==> config.mk <==
export PLATFORM = sky130hd
export DESIGN_NAME = alu_ripple
export DESIGN_NICKNAME = d
export VERILOG_FILES = /design/src/rtl/alu_ripple.sv
export SDC_FILE = /design/constraint.sdc
export NUM_CORES = 1
export LEC_CHECK = 0
export ABC_CLOCK_PERIOD_IN_PS = 37800
export BUFFER_PORTS_ARGS = -buffer_cell sky130_fd_sc_hd__buf_4
export CAP_MARGIN = 30
export CORE_UTILIZATION = 59
export DETAILED_ROUTE_END_ITERATION = 8
export GPL_TIMING_DRIVEN = 0
export PLACE_DENSITY = 0.91
export SKIP_LAST_GASP = 1
export SYNTH_ARGS = -nofsm -noshare
export SYNTH_HDL_FRONTEND = slang
export SYNTH_SLANG_ARGS = --single-unit
==> constraint.sdc <==
create_clock -name vclk -period 37.8
set_clock_uncertainty 0.1 [all_clocks]
set_input_delay 5.67 -clock vclk [all_inputs]
set_output_delay 5.67 -clock vclk [all_outputs]
set_load 0.1 [all_outputs]
==> src/rtl/alu_ripple.sv <==
module alu_ripple #(
  parameter int W = 32
) (
  input  logic [W-1:0] opa,
  input  logic [W-1:0] opb,
  input  logic         inv_a,
  input  logic         neg_b,
  input  logic [1:0]   sel,
  output logic [W-1:0] res,
  output logic         cout,
  output logic         ovf,
  output logic         is_zero
);

  logic [W:0] carry;
  logic       sum_msb;
  logic       set_less;

  assign carry[0] = neg_b;

  for (genvar i = 0; i < W; i++) begin : g_slice
    logic a_s, b_s, s_and, s_or, s_sum, s_less;
    assign a_s    = opa[i] ^ inv_a;
    assign b_s    = opb[i] ^ neg_b;
    assign s_and  = a_s & b_s;
    assign s_or   = a_s | b_s;
    assign s_sum  = a_s ^ b_s ^ carry[i];
    assign carry[i+1] = s_and | (a_s & carry[i]) | (b_s & carry[i]);
    if (i == 0) begin : g_lsb
      assign s_less = set_less;
    end else begin : g_upper
      assign s_less = 1'b0;
    end
    if (i == W-1) begin : g_msb
      assign sum_msb = s_sum;
    end
    always_comb begin
      case (sel)
        2'b00:   res[i] = s_and;
        2'b01:   res[i] = s_or;
        2'b10:   res[i] = s_sum;
        default: res[i] = s_less;
      endcase
    end
  end

  assign ovf      = carry[W-1] ^ carry[W];
  assign set_less = sum_msb ^ ovf;
  assign cout     = carry[W];
  assign is_zero  = ~|res;

endmodule

==> results of run 1 <==
==> metal layers <==
layer	global-route usage	part of all wire	vias up	wire, um
li1	-	-	1287	-
met1	0.301	0.38	1311	2960
met2	0.552	0.55	113	4260
met3	0.0228	0.050	20	388
met4	0.0755	0.022	0	168
met5	0	0	-	0
==> through the flow <==
| stage | hold WS, ns | setup slack, ns | power, mW |
|---|---|---|---|
| floorplan | 11.97 | 11.00 | 0.0929 |
| global placement | 11.75 | 11.88 | 0.117 |
| detailed placement | 11.75 | 11.77 | 0.121 |
| CTS | 11.75 | 11.72 | 0.121 |
| global route | 11.78 | 11.28 | 0.129 |
| finish | 11.76 | 11.71 | 0.122 |
==> how the worst min path moves through the flow <==
stage / startpoint / endpoint / cells past startpoint / slack, ns
floorplan: sel[1] / res[4] / 2 / 11.97
global placement: sel[1] / res[4] / 3 / 11.75
detailed placement: sel[1] / res[4] / 3 / 11.75
CTS: sel[1] / res[4] / 3 / 11.75
global route: sel[1] / res[4] / 3 / 11.78
finish: sel[1] / res[4] / 3 / 11.76
==> where the power goes <==
part / switching [mW] / internal (mW) / total [mW]
clock: 0 / 0 / 0
combinational: 0.0876 / 0.0340 / 0.122
sequential: 0 / 0 / 0
==> layout by cell type, fill, tap and decap left out, drive strengths merged <==
master / instances
nor4: 8
fa: 32
nand4: 1
xnor2: 3
nand2b: 1
mux4: 1
mux2i: 31
o22ai: 31
nor3: 1
nand2: 2
nor2: 1
ha: 64
buf: 114
a21oi: 1
clkbuf: 4
xor2: 63
inv: 103
==> kinds of logic (layout without fill, tap and decap cells) <==
group / Yosys count / after routing
compound gates: 32 / 32
xor+xnor: 66 / 66
fa+ha+maj: 96 / 96
buf+inv: 122 / 221
mux: 32 / 32
simple gates: 14 / 14
==> layout make-up <==
| type | count | area share |
|---|---|---|
| buffer | 19 | 0.0271 |
| inverter | 103 | 0.0975 |
| multi-input combinational | 240 | 0.666 |
| tap | 70 | 0.0221 |
| timing repair buffer | 99 | 0.188 |
==> worst max-delay path, delay by kind of cell <==
family	cells	cell delay [ns]
xor+xnor	1	0.34
compound gates	1	0.13
fa+ha+maj	31	12.10
simple gates	3	0.79
buf+inv	6	1.26
==> impl_metrics.yaml, run 1 <==
finish:
  final_cells: 531
  nets: 627
  synthToLayoutAreaGrowth_pct: 26.5
  design_area_um2: 3960
  utilization: 0.776
  n_clock_buffer: 0
  seq_cells: 0
  diodes: 0
  drive_gt1_frac: 0.254
  fillCellCount: 361
  multiInputGateArea_um2: 2640
  regArea_um2: 0
synthesis:
  synthSimpleGateAreaFrac: 0.0280
  ys_warn_count: 0
  netlist_area_um2: 3130
  synth.top_cell.area_share: 0.256
  synth_cell_types: 20
  yosysMostFrequentCell: "inv_1"
  synthAdderAreaFrac: 0.460
  synth_area_per_cell_um2: 8.65
  yosysSeqAreaShare: 0
  yosys-mux-area-fraction: 0.106
  synth_compound_area_frac: 0.0635
  synth-xor-area-share: 0.185
  syn-instance-count: 362
  ys_top_cells_by_count: "inv_1, ha_1, xor2_1, fa_1"
  synth_top_family_by_area: "adder cells"
  synthTopCellsByArea: "ha_1, fa_1, xor2_1"
  synth.largest_area_cell: "ha_1"
  synthesis.nets: 526
global_routing:
  grt_pass1_wl_um: 11800
  overflow: 0
  grt_max_degree: 11
  track_usage: 0.273
  grt_pass1_vias: 2845
  grt_antenna_before_repair: 0
die:
  start_util: 0.613
  core_region_area_um2: 5110
  io_pins: 103
  die_w_um: 74.9
  die_area_um2: 5610
  rows: 26
  die_height_um: 74.9
timing:
  hold_violations: 0
  rsz0062_at_grt: "no"
  tightestPinTransition_ns: 0.569
  finalMaxSlewViolations: 0
  fin_setup_tns_ns: 0
  clock.fmax_mhz: 38.3
  final.period_utilization: 0.690
  maxSlewHeadroom: 0.621
  setup_viol: 0
  period_needed_ns: 26.09
place:
  place_congestion: 0.846
  hpwl_um: 6600
  portBuffers: 99
  dp_cells: 531
  post_dp_cell_area_um2: 3960
worst_setup_path:
  cp-start-kind: "input port"
  cp-startpoint: "neg_b"
  endpoint: "is_zero"
  path_max_fanout: 10
  path_common_cell: "fa_1"
  cp_data_required_time_ns: 32.03
  criticalPathCategory: "in -> out"
  cp_slowest_cell: "fa_1"
  critPathCaptureType: "primary output"
  critPathArrivalTime_ns: 20.32
  cpPeakStageDelay_ns: 0.46
job:
  max_cap_violations: 0
detailed_routing:
  ant_nets: 0
  vias: 2731
  drc: 0
  drtIter0Drc: 99
  viasPerCell: 5.14
  wl_um: 7780
  wl_per_cell_um: 14.7
  dr.pass1.iters: 4
worst_hold_path:
  min_path_type: "in -> out"
clock_tree:
  post_cts_buffers: 0
  cts_hold_buffers: 0
  ctsResizeCount: 0
pwr:
  leakage_nw: 2.27
  ir_drop_mv: 0.0282
  power.density_nw_per_um2: 30.7
status:
  status: "finished clean"
Power figures use the tool's default switching activity.
==> run 2: changes to the inputs <==
ABC_CLOCK_PERIOD_IN_PS = 25200   (was 37800)
CORE_UTILIZATION = 55   (was 59)
PLACE_DENSITY = 0.86   (was 0.91)
clock period = 25.2 ns   (was 37.8 ns; I/O delays follow)
==> run 2 against run 1 <==
Net effect:
- setup slack got worse by 8.9 ns
- non-clock buffer count did not move
- count of clock-buffer cells in the layout did not move
- core utilization fell by 5.6 points
- largest cell class unchanged
==> impl_metrics.yaml, run 2 (synthesized netlist as in run 1, its figures left out) <==
timing:
  fin_setup_tns_ns: 0
  final.period_utilization: 0.889
  period_needed_ns: 22.39
  maxSlewHeadroom: 0.611
  setup_viol: 0
  rsz0062_at_grt: "no"
  clock.fmax_mhz: 44.7
  tightestPinTransition_ns: 0.584
  finalMaxSlewViolations: 0
  hold_violations: 0
detailed_routing:
  wl_um: 7640
  ant_nets: 0
  dr.pass1.iters: 4
  vias: 2701
  viasPerCell: 5.07
  drtIter0Drc: 85
  drc: 0
  wl_per_cell_um: 14.3
finish:
  diodes: 0
  n_clock_buffer: 0
  seq_cells: 0
  utilization: 0.720
  nets: 627
  regArea_um2: 0
  final_cells: 533
  design_area_um2: 3970
  drive_gt1_frac: 0.254
  synthToLayoutAreaGrowth_pct: 26.6
  layout_common_cells: "inv_1, buf_4, ha_1"
  final_common_cell: "inv_1"
worst_setup_path:
  cpPeakStageDelay_ns: 0.46
  cp_data_required_time_ns: 21.32
  cp_slowest_cell: "fa_1"
  criticalPathCategory: "in -> out"
  path_max_fanout: 10
  cp-start-kind: "input port"
  critPathCaptureType: "primary output"
  cp-startpoint: "neg_b"
  critPathArrivalTime_ns: 18.51
  path_common_cell: "fa_1"
global_routing:
  track_usage: 0.263
  grt_pass1_wl_um: 12700
  grt_pass1_vias: 2987
  overflow: 0
  grt_antenna_before_repair: 0
  grt_max_degree: 11
worst_hold_path:
  min_path_type: "in -> out"
  worstHoldStart: "sel[1]"
place:
  dp_cells: 533
  place_congestion: 0.896
  hpwl_um: 6580
  post_dp_cell_area_um2: 3970
  portBuffers: 99
pwr:
  p_total_mw: 0.182
  power.density_nw_per_um2: 45.8
  ir_drop_mv: 0.0526
  leakage_nw: 2.27
clock_tree:
  ctsResizeCount: 0
  cts_hold_buffers: 0
  post_cts_buffers: 0
die:
  die_area_um2: 6000
  core_region_area_um2: 5510
  die_height_um: 77.5
  die_w_um: 77.5
  rows: 27
  io_pins: 103
  start_util: 0.569
job:
  max_cap_violations: 0
status:
  status: "finished clean"
==> run 2: cell counts in the layout (fill, tap and decap cells not counted) <==
Identical to the previous run, type by type.
==> run 2: layer usage <==
layer | global-route usage | wire length, um | share of wire | up-vias
li1 | - | - | - | 1287
met1 | 0.292 | 2920 | 0.38 | 1305
met2 | 0.525 | 4190 | 0.55 | 89
met3 | 0.0141 | 300 | 0.039 | 20
met4 | 0.0830 | 224 | 0.029 | 0
met5 | 0 | 0 | 0 | -
==> run 2: critical path: cells and delay by family <==
kind | cells | cell delay [ns]
AO/OA/AOI/OAI | 1 | 0.12
XOR/XNOR | 1 | 0.33
adder cells (fa/ha/maj) | 31 | 12.21
buffers and inverters | 6 | 1.25
AND/OR/NAND/NOR | 3 | 0.79
==> run 2: area by class of cell <==
class / instances / area, um2
Multi-Input combinational cell: 240 / 2640
Fill cell: 454 / 1540
Timing Repair Buffer: 99 / 743
Inverter: 103 / 387
Buffer: 19 / 108
Tap cell: 72 / 90.1
==> run 2: stage by stage <==
| step | hold WS, ns | setup slack [ns] |
|---|---|---|
| after CTS | 7.98 | 2.84 |
| after floorplan | 8.19 | 2.18 |
| final | 7.99 | 2.81 |
| after global routing | 8.01 | 2.34 |
| after detailed placement | 7.98 | 2.88 |
| after global placement | 7.99 | 3.02 |
==> run 2: power by group <==
group | internal (mW) | switching (mW)
sequential | 0 | 0
clock | 0 | 0
combinational | 0.0512 | 0.131
==> run 2: final timing paths <==
path | to | slack [ns] | depth (start not counted)
worst max-delay path | is_zero | 2.81 | 42
worst min-delay path | res[4] | 7.99 | 3
